$ cat src/rtl/standby_pkg.sv
package standby_pkg;
  typedef enum logic {
    ST_RUN   = 1'b0,
    ST_SLEEP = 1'b1
  } sb_state_e;

  localparam int unsigned SB_N_IRQ = 6;
endpackage

$ cat src/rtl/sb_wake_detect.sv
module sb_wake_detect #(
  parameter int unsigned N_IRQ = 6
) (
  input  logic             clk_i,
  input  logic             rst_ni,
  input  logic [N_IRQ-1:0] irq_i,
  input  logic [N_IRQ-1:0] irq_en_i,
  input  logic             nmi_i,
  input  logic             timer_irq_i,
  output logic             wake_o
);
  logic [N_IRQ-1:0] line_live;

  for (genvar g = 0; g < N_IRQ; g++) begin : g_line
    assign line_live[g] = irq_i[g] & irq_en_i[g];
  end

  assign wake_o = (|line_live) | nmi_i | timer_irq_i;

  // nmi and timer ignore mask
  assert_unmasked_wake_R7: assert property (@(posedge clk_i) disable iff (!rst_ni)
    (nmi_i || timer_irq_i) |-> wake_o);
  assert_masked_quiet_R6: assert property (@(posedge clk_i) disable iff (!rst_ni)
    (!nmi_i && !timer_irq_i && ((irq_i & irq_en_i) == '0)) |-> !wake_o);
endmodule

$ cat src/rtl/sb_wait_qual.sv
module sb_wait_qual (
  input  logic clk_i,
  input  logic rst_ni,
  input  logic wait_retire_i,
  input  logic bus_idle_i,
  input  logic running_i,
  input  logic wake_i,
  input  logic rst_req_i,
  output logic enter_o,
  output logic wait_nop_o,
  output logic int_en_set_o
);
  logic taken;
  logic reject;
  logic nop_q;
  logic ie_q;

  assign taken   = wait_retire_i & running_i & ~rst_req_i;
  assign enter_o = taken & bus_idle_i & ~wake_i;
  assign reject  = taken & ~bus_idle_i;

  always_ff @(posedge clk_i or negedge rst_ni) begin
    if (!rst_ni) begin
      nop_q <= 1'b0;
      ie_q  <= 1'b0;
    end else begin
      nop_q <= reject;
      ie_q  <= taken;
    end
  end

  assign wait_nop_o   = nop_q;
  assign int_en_set_o = ie_q;

  assert_nop_cause_R3: assert property (@(posedge clk_i) disable iff (!rst_ni)
    wait_nop_o |-> $past(wait_retire_i && !bus_idle_i));
  assert_nop_follows_busy_R3: assert property (@(posedge clk_i) disable iff (!rst_ni)
    (wait_retire_i && running_i && !bus_idle_i && !rst_req_i) |=> wait_nop_o);
  assert_ie_cause_R10: assert property (@(posedge clk_i) disable iff (!rst_ni)
    int_en_set_o |-> $past(wait_retire_i));
endmodule

$ cat src/rtl/sb_state_ctrl.sv
module sb_state_ctrl
  import standby_pkg::*;
(
  input  logic clk_i,
  input  logic rst_ni,
  input  logic enter_i,
  input  logic wake_i,
  input  logic rst_req_i,
  output logic running_o,
  output logic clk_en_o
);
  sb_state_e state_q, state_d;

  always_comb begin
    state_d = state_q;
    if (rst_req_i)                              state_d = ST_RUN;
    else if (state_q == ST_RUN && enter_i)      state_d = ST_SLEEP;
    else if (state_q == ST_SLEEP && wake_i)     state_d = ST_RUN;
  end

  always_ff @(posedge clk_i or negedge rst_ni) begin
    if (!rst_ni) state_q <= ST_RUN;
    else         state_q <= state_d;
  end

  assign running_o = (state_q == ST_RUN);
  // reset request overrides the gate without waiting for an edge
  assign clk_en_o  = running_o | rst_req_i;

  assert_rst_override_R8: assert property (@(posedge clk_i) disable iff (!rst_ni)
    rst_req_i |-> clk_en_o);
  assert_wake_restores_R5: assert property (@(posedge clk_i) disable iff (!rst_ni)
    (!running_o && wake_i) |=> clk_en_o);
  assert_sleep_hold_R4: assert property (@(posedge clk_i) disable iff (!rst_ni)
    (!clk_en_o && !wake_i) |=> (!clk_en_o || rst_req_i));
  assert_gate_after_wait_R2: assert property (@(posedge clk_i) disable iff (!rst_ni)
    enter_i |=> (!clk_en_o || rst_req_i));
endmodule

$ cat src/rtl/standby_clk_ctrl.sv
module standby_clk_ctrl
  import standby_pkg::*;
#(
  parameter int unsigned N_IRQ = SB_N_IRQ
) (
  input  logic             clk_i,
  input  logic             rst_ni,
  input  logic             soft_rst_i,
  input  logic             cold_rst_i,
  input  logic             wait_retire_i,
  input  logic             bus_idle_i,
  input  logic [N_IRQ-1:0] irq_i,
  input  logic [N_IRQ-1:0] irq_en_i,
  input  logic             nmi_i,
  input  logic             timer_irq_i,
  output logic             clk_en_o,
  output logic             wait_nop_o,
  output logic             int_en_set_o
);
  logic rst_req;
  logic wake;
  logic enter;
  logic running;

  assign rst_req = soft_rst_i | cold_rst_i;

  sb_wake_detect #(.N_IRQ(N_IRQ)) u_wake (
    .clk_i       (clk_i),
    .rst_ni      (rst_ni),
    .irq_i       (irq_i),
    .irq_en_i    (irq_en_i),
    .nmi_i       (nmi_i),
    .timer_irq_i (timer_irq_i),
    .wake_o      (wake)
  );

  sb_wait_qual u_qual (
    .clk_i         (clk_i),
    .rst_ni        (rst_ni),
    .wait_retire_i (wait_retire_i),
    .bus_idle_i    (bus_idle_i),
    .running_i     (running),
    .wake_i        (wake),
    .rst_req_i     (rst_req),
    .enter_o       (enter),
    .wait_nop_o    (wait_nop_o),
    .int_en_set_o  (int_en_set_o)
  );

  sb_state_ctrl u_state (
    .clk_i     (clk_i),
    .rst_ni    (rst_ni),
    .enter_i   (enter),
    .wake_i    (wake),
    .rst_req_i (rst_req),
    .running_o (running),
    .clk_en_o  (clk_en_o)
  );

  assert_pending_wake_blocks_R9: assert property (@(posedge clk_i) disable iff (!rst_ni)
    (running && wait_retire_i && bus_idle_i && wake && !rst_req) |=> (clk_en_o && !wait_nop_o));
endmodule

$ cat config.mk
export PLATFORM = sky130hd
export DESIGN_NAME = standby_clk_ctrl
export DESIGN_NICKNAME = d
export VERILOG_FILES = /design/src/rtl/standby_pkg.sv /design/src/rtl/sb_wake_detect.sv /design/src/rtl/sb_wait_qual.sv /design/src/rtl/sb_state_ctrl.sv /design/src/rtl/standby_clk_ctrl.sv
export SDC_FILE = /design/constraint.sdc
export NUM_CORES = 1
export LEC_CHECK = 0
export ABC_CLOCK_PERIOD_IN_PS = 1400
export CORE_AREA = 3 3 40 42
export CTS_CLUSTER_DIAMETER = 200
export DETAILED_ROUTE_END_ITERATION = 10
export DIE_AREA = 0 0 43 45
export DONT_BUFFER_PORTS = 1
export PLACE_DENSITY = 0.3
export SYNTH_ARGS = -nofsm -noshare
export SYNTH_HDL_FRONTEND = slang
export SYNTH_HIERARCHICAL = 1
export SYNTH_SLANG_ARGS = --single-unit
$ cat constraint.sdc
create_clock -name clk_i -period 1.4 [get_ports clk_i]
set_input_delay 0.14 -clock clk_i [delete_from_list [all_inputs] [get_ports clk_i]]
set_output_delay 0.14 -clock clk_i [all_outputs]
set_load 0.005 [all_outputs]
==> summary.md, run 1 <==
| Metric | Value |
|---|---|
| Root Driver | clkbuf_4 |
| Avg Cell Area, Syn | 10.75 µm² |
| Register area | 75.07 µm² |
| Syn Nets | 37 |
| Startpoint Class | flop |
| Critical-path maximum fanout | 4 |
| ANT nets after route | 0 |
| Pin count of the biggest net entering global routing | 5 |
| Synth top cells by count | 3 x dfrtp_1, 3 x nand2b_1, 2 x inv_1 |
| Max Cap Viol | 0 |
| Initial antenna violation count | 0 |
| RSZ-0062 raised after global routing | no |
| Clk buf depth | 2 |
| Crit path required time | around 1.6 ns |
| Top FF cell, synth | dfrtp_1 |
| # nets final | 44 |
| Endpoints failing setup | 0 |
| Fillers | between 100 and 150 |
| Die ar. | just under 2000 µm² |
| TritonCTS Buffers | 3 |
| Minimum clock period | 1.017 ns |
| Clock Latency Late Sink | between 0.2 and 0.25 ns |
| Share of the synthesized area in the top cell type | between 40% and 50% |
| Num Clock Sinks | 3 |
| Status | finished, final reports clean |
| 1st-pass router iterations | 4 |
| GP Congestion | roughly 0.6 |
| Die Span X | around 43 µm |
| Actual slew at the worst max-slew pin | 0.2866 ns |
| F_max | just under 1000 MHz |
| WL/cell | about 11 µm |
| #FFs+latches synth | 3 |
| Total track usage | approximately 4.7% |
| DR vias | around 160 |
| Cell taking the most area after synthesis | dfrtp_1 |
| Die H | 45 µm |
| Multi-input combinational cell area | between 100 and 150 µm² |
| Distinct cell type count after synthesis | 12 |
| CP Data Arrival Time | approximately 1.2 ns |
| Post-route DRC | 0 |
| Worst setup path class | reg -> reg |
| Ant. Diodes | 0 |
| Core Rows | 13 |
| CTS tree | done |
| Hold Worst Slack | around 0.057 ns |
| Synth async-reset ratio | 100.0% |
| PwrDens | between 1000 and 1500 nW/µm² |
| Post-Synthesis Cells | 17 |
| Setup bufs post-CTS | 0 |
| Reg clk slew, reported paths | approximately 0.04 ns |
| YS warnings | 6 |
| First-pass GRT wire length | roughly 570 µm |
| Layout cells sized above 1 | roughly a quarter |
| Routed wire length | slightly above 400 µm |
| Core Region | ~1300 µm² |
| Post-synthesis sequential area ratio | between 40% and 50% |
| Crit end category | flop |
| Hold Crit Class | in -> reg |
| Slew HR | just over 80% |
| Starting density of the core | 14.22% |
| P_leak | 0.09996 nW |
| Post-synth EDFFs | 0 |
| Vias in the first global route | between 150 and 200 |
| VDD IR max | around 0.15 mV |
| H-tree Lvls | 1 |
| I/O pin count | 23 |
| Synthesized area | roughly 180 µm² |
| Final period util | between 70% and 80% |
| GRT overflow | 0 |
| Synth-to-layout area growth | 35.62% |
| Final Skew | 0.005479 ns |
| Setup TNS | 0 ns |
| Final hold violations | 0 |
| Synth top area cells | dfrtp_1 41%, nand3b_4 11%, nand2b_1 10% |
| Iteration-0 DRC Markers | 2 |
| Drt via density | between 4 and 5 |
| Buffers on Ports | 0 |
| Max Slew Vio Count | 0 |
[logic make-up (layout without fill, tap and decap cells)]
| family | Yosys count | after routing | share of synthesized area, % |
|---|---|---|---|
| AND/OR/NAND/NOR | 8 | 8 | 36.30 |
| buffers and inverters | 2 | 8 | 4.111 |
| AO/OA/AOI/OAI | 4 | 4 | 18.50 |
| flip-flops | 3 | 3 | 41.09 |
[critical path, cell delays in order (launching register included)]
cell and delay, ns:
dfrtp_1 0.40, inv_1 0.10, nand3b_4 0.09, nor3b_2 0.15, nand2b_1 0.08, a21oi_2 0.12
[cells in the final DEF (no fill, tap or decap)]
cell type,Yosys,final
a21oi_2,1,1
a222oi_1,1,1
clkbuf_4,0,3
nor2_1,1,1
nor3b_2,1,1
nand2b_1,3,3
nand3b_4,1,1
dfrtp_1,3,3
inv_1,2,2
clkbuf_1,0,1
nand3_1,1,1
dlygate4sd3_1,0,2
a22oi_1,1,1
or2_1,1,1
a211oi_1,1,1
[worst paths after layout]
kind | cells after the start | slack (ns) | startpoint | end
setup / recovery | 5 | 0.38 | u_state/state_q | u_state/state_q
hold / removal | 2 | 0.06 | wait_retire_i | u_qual/int_en_set_o
setup reg to reg | 5 | 0.38 | u_state/state_q | u_state/state_q
hold reg to reg | 2 | 0.58 | u_state/state_q | u_state/state_q
max in group asynchronous | 1 | 1.08 | rst_ni | u_qual/wait_nop_o
min in group asynchronous | 1 | 0.16 | rst_ni | u_state/state_q
[through the flow]
stage / area, µm² / utilization, % / setup WS [ns] / power, mW / instances
after floorplan: 182.7 / - / 0.3875 / 0.1029 / 17
after global placement: 201.4 / 15.68 / 0.2735 / 0.1044 / 32
after detailed placement: 201.4 / 15.68 / 0.2385 / 0.1048 / 32
after CTS: 247.7 / 19.28 / 0.3610 / 0.2659 / 38
after global routing: 247.7 / 19.28 / 0.2971 / 0.2813 / 38
final: 247.7 / 19.28 / 0.3832 / 0.2572 / 38
[what timing repair did]
action                     4_1_cts  5_1_grt
hold endpoints to repair         4        0
hold buffers                     2        0
setup endpoints to repair        0        0
gates resized for setup          0        0
[per-layer routing]
layer / vias to the layer above / GRT usage (%) / wire [µm]
li1: 75 / - / -
met1: 65 / 3.606 / 143
met2: 19 / 6.886 / 192
met3: 0 / 3.586 / 72
met4: 0 / 5.422 / 0
met5: - / 0 / 0
[layout make-up]
| cell class | instances | share of cell area [%] |
|---|---|---|
| multi-input combinational | 12 | 40.40 |
| clock buffer | 4 | 10.61 |
| timing repair buffer | 2 | 8.081 |
| sequential | 3 | 30.30 |
| tap | 15 | 7.576 |
| inverter | 2 | 3.030 |
[registers in the layout, indices dropped and copies added (netlist names)]
signal and cells:
u_qual/int_en_set_o 1, u_qual/wait_nop_o 1, u_state/state_q 1
[power by group]
group / leakage (nW) / total, mW / internal [mW] / switching [mW]
Clock: 0.0150 / 0.148 / 0.107 / 0.0416
Sequential: 0.0411 / 0.0900 / 0.0891 / 0.000874
Combinational: 0.0438 / 0.0191 / 0.0120 / 0.00709
No activity file was read; power rests on OpenSTA's default activity.
==> run 2: changes to the inputs <==
ABC_CLOCK_PERIOD_IN_PS = 930   (was 1400)
clock period = 0.93 ns   (was 1.4 ns; I/O delays follow)
==> run 2 against run 1 <==
The flow now finishes with violations (setup timing). Non-clock buffer count rose by 3. Register-to-register slack got worse by 0.40 ns. First-iteration DRC count rose to 2.5 times the previous value. Largest cell class unchanged.
==> summary.md, run 2 (same netlist as run 1, synthesis figures left out) <==
| Metric | Value |
|---|---|
| Status | finished, violations left |
| Failing checks | setup timing |
| Layout cells sized above 1 | 42.31% (+16 points) |
| Actual slew at the worst max-slew pin | 0.3000 ns (+0.01343 ns) |
| Max Slew Vio Count | 0 (unchanged) |
| Routed wire length | 437 µm (+7.1%) |
| Die ar. | 1935 µm² (unchanged) |
| Final period util | 101.5% (+29 points) |
| TritonCTS Buffers | 3 (unchanged) |
| VDD IR max | 0.2064 mV (+41%) |
| Initial antenna violation count | 0 (unchanged) |
| Synth-to-layout area growth | 52.05% |
| GP Congestion | 0.5910 (+1.1%) |
| Slowest stage delay, CP | 0.39 ns (about the same) |
| Hold Path End | u_qual/int_en_set_o |
| DR vias | 164 (+3.1%) |
| Worst setup path class | reg -> reg |
| I/O pin count | 23 (unchanged) |
| Minimum clock period | 0.9442 ns (-0.07257 ns) |
| Vias in the first global route | 177 (+17%) |
| Root Driver | clkbuf_4 |
| PwrDens | 1428 nW/µm² (+37%) |
| Slowest-stage cell, CP | dfrtp_1 |
| Iteration-0 DRC Markers | 5 (+3) |
| Core Region | 1285 µm² (unchanged) |
| Setup bufs post-CTS | 0 (unchanged) |
| Drt via density | 4.000 (-4.4%) |
| R2r setup slk | -0.01 ns (-0.40 ns) |
| Clock Latency Late Sink | 0.23 ns (about the same) |
| Buf/Inv on CP | 1 (unchanged) |
| Buffers on Ports | 0 (unchanged) |
| Design area | 277.8 µm² (+12%) |
| CTS tree | done |
| RSZ-0062 raised after global routing | yes |
| 1st-pass router iterations | 4 (unchanged) |
| Crit path required time | 1.09 ns (-0.47 ns) |
| CP Data Arrival Time | 1.11 ns (-0.07 ns) |
| GRT overflow | 0 (unchanged) |
| Commonest non-fill, non-tap cells in the layout | 3 x clkbuf_4, 3 x dfrtp_1, 3 x buf_4, 2 x dlygate4sd3_1, 2 x nand2b_1 |
| Clk buf depth | 2 (unchanged) |
| R2r startpoint | u_state/state_q |
| Final instance count without filler cells | 41 (+7.9%) |
| Crit path cell chain | inv_2 -> nand3b_4 -> nor3b_2 -> nand2b_1 -> a21oi_2 |
| Starting density of the core | 14.22% (unchanged) |
| Core Rows | 13 (unchanged) |
| First-pass GRT wire length | 662 µm (+17%) |
| Reg2Reg Depth | 5 (unchanged) |
| Startpoint Class | flop |
| Placed cell areas | 224.0 µm² (+11%) |
| Num Clock Sinks | 3 (unchanged) |
| PnR worst setup slack | -0.01422 ns (-0.3974 ns) |
| Die H | 45 µm (unchanged) |
| Reg clk slew, reported paths | 0.04 ns (about the same) |
| Setup TNS | -0.01422 ns (-0.01422 ns) |
| WL/cell | 10.66 µm (-0.73%) |
| Hold Worst Slack | 0.09326 ns (+0.03626 ns) |
| Final Skew | 0.004374 ns (-0.001105 ns) |
| Total track usage | 4.996% (+0.34 points) |
| ANT nets after route | 0 (unchanged) |
| Critical-path maximum fanout | 2 (-2) |
| Placed Cells | 35 (+9.4%) |
| H-tree Lvls | 1 (unchanged) |
| Crit end category | flop |
| Final hold violations | 0 (unchanged) |
| Endpoints failing setup | 1 (+1) |
| Worst reg2reg path endpoint | u_state/state_q |
| Pin count of the biggest net entering global routing | 4 (-1) |
| # nets final | 47 (+6.8%) |
| Min-delay src | wait_retire_i |
| Ant. Diodes | 0 (unchanged) |
| Total power | 0.3966 mW (+54%) |
| CP top delay family | flip-flops |
| F_max | 1059 MHz (+7.7%) |
| Slew HR | 80.00% (-0.90 points) |
| Die Span X | 43 µm (unchanged) |
| Hold Crit Class | in -> reg |
| Max Cap Viol | 0 (unchanged) |
| P_leak | 0.1221 nW (+22%) |
| Hold Crit Depth | 3 (+1) |
| Post-route DRC | 0 (unchanged) |
run 2: layer usage:
metal | vias to the layer above | wire [µm] | share of wire (%) | global-route usage [%]
li1 | 80 | - | - | -
met1 | 67 | 140 | 32 | 5.301
met2 | 17 | 214 | 49 | 6.886
met3 | 0 | 82 | 19 | 3.586
met4 | 0 | 0 | 0 | 3.614
met5 | - | 0 | 0 | 0
run 2: repair_timing:
| action | 4_1_cts | 5_1_grt |
|---|---|---|
| gates resized for setup | 1 | 0 |
| hold buffers | 2 | 0 |
| setup endpoints to repair | 2 | 2 |
| endpoints found under the hold margin | 4 | 0 |
| gates cloned | 0 | 0 |
| pin swaps | 1 | 0 |
run 2: report_power, final:
| group | leakage (nW) | switching [mW] | total, mW | internal (mW) |
|---|---|---|---|---|
| clock network | 0.0150 | 0.0647 | 0.225 | 0.161 |
| logic | 0.0660 | 0.0118 | 0.0358 | 0.0240 |
| registers | 0.0411 | 0.00134 | 0.135 | 0.134 |
run 2: worst max path at each step:
stage / slack [ns] / endpoint / from / depth (start not counted)
2_1_floorplan: -0.006 / u_state/state_q / u_state/state_q / 5
3_3_place_gp: -0.09 / u_state/state_q / irq_i[4] / 5
3_5_place_dp: -0.12 / u_state/state_q / irq_i[4] / 5
4_1_cts: -0.02 / u_state/state_q / u_state/state_q / 5
5_1_grt: -0.08 / u_state/state_q / u_state/state_q / 5
6_report: -0.01 / u_state/state_q / u_state/state_q / 5
run 2: through the flow:
stage / setup slack (ns) / utilization (%)
2_1_floorplan: -0.006054 / -
3_3_place_gp: -0.08710 / 17.43
3_5_place_dp: -0.1220 / 17.43
4_1_cts: -0.02188 / 21.62
5_1_grt: -0.08215 / 21.62
6_report: -0.01422 / 21.62
run 2: area by class of cell:
type                            count  area, µm²
Clock buffer                        4      26.28
Multi-Input combinational cell     12      107.6
Timing Repair Buffer                5      42.54
Tap cell                           15      18.77
Fill cell                         138       1007
Inverter                            2      7.507
Sequential cell                     3      75.07
run 2: worst reg2reg max path: cells and delay by family (launching register included):
kind	cells	cell delay, ns
AOI/OAI and AO/OA	1	0.11
and+or+nand+nor	3	0.31
buffers and inverters	1	0.07
DFF	1	0.39
==> run 3: changes to the inputs <==
ABC_CLOCK_PERIOD_IN_PS = 900   (was 930)
clock period = 0.9 ns   (was 0.93 ns; I/O delays follow)
==> run 3 against run 2 <==
The flow still finishes with violations (setup timing). Sequential share of layout area stayed put. Fmax decreased by 1.0%. Clock skew down 0.0032 ns. Setup slack got worse by 0.040 ns. Final cell count unchanged. Die area unchanged. Final area did not move. Register-to-register slack got worse by 0.04 ns. Total power rose by 3.2%. Non-clock buffer count unchanged. Wire length rose by 2.3%. Worst hold slack lost 0.0070 ns. Highest routed layer unchanged.
==> summary.md, run 3 (same netlist as run 1, synthesis figures left out) <==
| Metric | Value |
|---|---|
| CTS tree | done |
| I/O pin count | 23 (unchanged) |
| Core Region | 1285 µm² (unchanged) |
| VDD IR max | 0.1979 mV (-4.1%) |
| ANT nets after route | 0 (unchanged) |
| Starting density of the core | 14.22% (unchanged) |
| # nets final | 47 (unchanged) |
| Startpoint Class | flop |
| 1st-pass router iterations | 4 (unchanged) |
| Post-route DRC | 0 (unchanged) |
| Ant. Diodes | 0 (unchanged) |
| Reg clk slew, reported paths | 0.04 ns (about the same) |
| WL/cell | 10.90 µm (+2.3%) |
| Final Skew | 0.001163 ns (-0.003211 ns) |
| Design area | 277.8 µm² (unchanged) |
| Slowest stage delay, CP | 0.39 ns (about the same) |
| Endpoints failing setup | 2 (+1) |
| Hold Worst Slack | 0.08626 ns (-0.007001 ns) |
| DR vias | 169 (+3.0%) |
| Root Driver | clkbuf_4 |
| Minimum clock period | 0.9542 ns (+0.01002 ns) |
| Failing checks | setup timing |
| Drt via density | 4.122 (+3.0%) |
| Hold Crit Class | in -> reg |
| Clk buf depth | 2 (unchanged) |
| Core Rows | 13 (unchanged) |
| Status | finished, violations left |
| Placed cell areas | 224.0 µm² (unchanged) |
| Max Cap Viol | 0 (unchanged) |
| Buffers on Ports | 0 (unchanged) |
| PwrDens | 1473 nW/µm² (+3.2%) |
| Final period util | 106.0% (+4.5 points) |
| H-tree Lvls | 1 (unchanged) |
| Die ar. | 1935 µm² (unchanged) |
| Final instance count without filler cells | 41 (unchanged) |
| Crit end category | flop |
| P_leak | 0.1221 nW (unchanged) |
| Hold Crit Depth | 3 (unchanged) |
| Total track usage | 4.908% (-0.087 points) |
| GP Congestion | 0.5847 (-1.1%) |
| Die Span X | 43 µm (unchanged) |
| Layout cells sized above 1 | 42.31% (unchanged) |
| HPWL Detailed | between 300 and 400 µm |
| Reg2Reg Depth | 5 (unchanged) |
| Routed wire length | 447 µm (+2.3%) |
| Slew HR | 80.98% (+0.98 points) |
| Vias in the first global route | 187 (+5.6%) |
| PnR worst setup slack | -0.05424 ns (-0.04002 ns) |
| Worst setup path class | reg -> reg |
| GRT overflow | 0 (unchanged) |
| Util after Layout | 21.62% (unchanged) |
| Crit path required time | 1.06 ns (-0.03 ns) |
| RSZ-0062 raised after global routing | yes |
| Die H | 45 µm (unchanged) |
| Placed Cells | 35 (unchanged) |
| Slowest-stage cell, CP | dfrtp_1 |
| Final hold violations | 0 (unchanged) |
| Max Slew Vio Count | 0 (unchanged) |
| Synth-to-layout area growth | 52.05% (unchanged) |
| F_max | 1048 MHz (-1.0%) |
| Fillers | 138 (unchanged) |
| Actual slew at the worst max-slew pin | 0.2854 ns (-0.01467 ns) |
| Clock Latency Late Sink | 0.23 ns (about the same) |
| Crit path cell chain | inv_2 -> nand3b_4 -> nor3b_2 -> nand2b_1 -> a21oi_2 |
| Iteration-0 DRC Markers | 1 (-4) |
| TritonCTS Buffers | 3 (unchanged) |
| First-pass GRT wire length | 662 µm (unchanged) |
| CP Data Arrival Time | 1.11 ns (about the same) |
| Pin count of the biggest net entering global routing | 4 (unchanged) |
| Commonest non-fill, non-tap cells in the layout | 3 x clkbuf_4, 3 x dfrtp_1, 3 x buf_4, 2 x dlygate4sd3_1, 2 x nand2b_1 |
| Num Clock Sinks | 3 (unchanged) |
| Initial antenna violation count | 0 (unchanged) |
| Critical-path maximum fanout | 2 (unchanged) |
run 3: cell counts in the layout (fill, tap and decap cells not counted):
No cell type changed its count.
run 3: area by class of cell:
class / count / area, µm² / area share, %
well taps: 15 / 18.77 / 6.757
multi-input cells: 12 / 107.6 / 38.74
repair buffers: 5 / 42.54 / 15.32
clock buffers: 4 / 26.28 / 9.459
inverters: 2 / 7.507 / 2.703
flip-flops and latches: 3 / 75.07 / 27.03
run 3: metal layers:
metal | share of wire [%] | vias up | GRT usage, %
li1 | - | 79 | -
met1 | 28 | 73 | 4.327
met2 | 53 | 17 | 8.383
met3 | 19 | 0 | 1.594
met4 | 0 | 0 | 5.422
met5 | 0 | - | 0
run 3: per-stage QoR:
| stage | power, mW | worst slack (ns) | setup TNS (ns) |
|---|---|---|---|
| global route | 0.4314 | -0.1446 | -0.1940 |
| CTS | 0.4227 | -0.06111 | -0.09434 |
| global placement | 0.1679 | -0.1032 | -0.1032 |
| detailed placement | 0.1681 | -0.1450 | -0.1450 |
| floorplan | 0.1602 | -0.03605 | -0.03605 |
| finish | 0.4092 | -0.05424 | -0.07806 |
run 3: power breakdown:
part | internal [mW] | switching, mW
registers | 0.139 | 0.00139
logic | 0.0248 | 0.0116
clock network | 0.166 | 0.0669
run 3: what timing repair did:
| item | in CTS | in global routing |
|---|---|---|
| hold endpoints to repair | 4 | 0 |
| pin swaps | 1 | 0 |
| setup buffers | 0 | 0 |
| hold buffers | 2 | 0 |
| resized for setup | 1 | 0 |
| cloned | 0 | 0 |
| endpoints found under the setup margin | 2 | 2 |
run 3: worst max-delay path, delay by kind of cell, from the launching register on:
kind / cells / cell delay (ns)
flip-flops: 1 / 0.39
AO/OA/AOI/OAI: 1 / 0.11
AND/OR/NAND/NOR: 3 / 0.31
buffers and inverters: 1 / 0.07
run 3: final timing paths:
| kind | start | end | slack [ns] |
|---|---|---|---|
| max | u_state/state_q | u_state/state_q | -0.05 |
| min | wait_retire_i | u_qual/int_en_set_o | 0.09 |
| max reg2reg | u_state/state_q | u_state/state_q | -0.05 |
| min reg2reg | u_state/state_q | u_qual/int_en_set_o | 0.65 |
| max in group asynchronous | rst_ni | u_state/state_q | 0.64 |
| min in group asynchronous | rst_ni | u_qual/int_en_set_o | 0.11 |
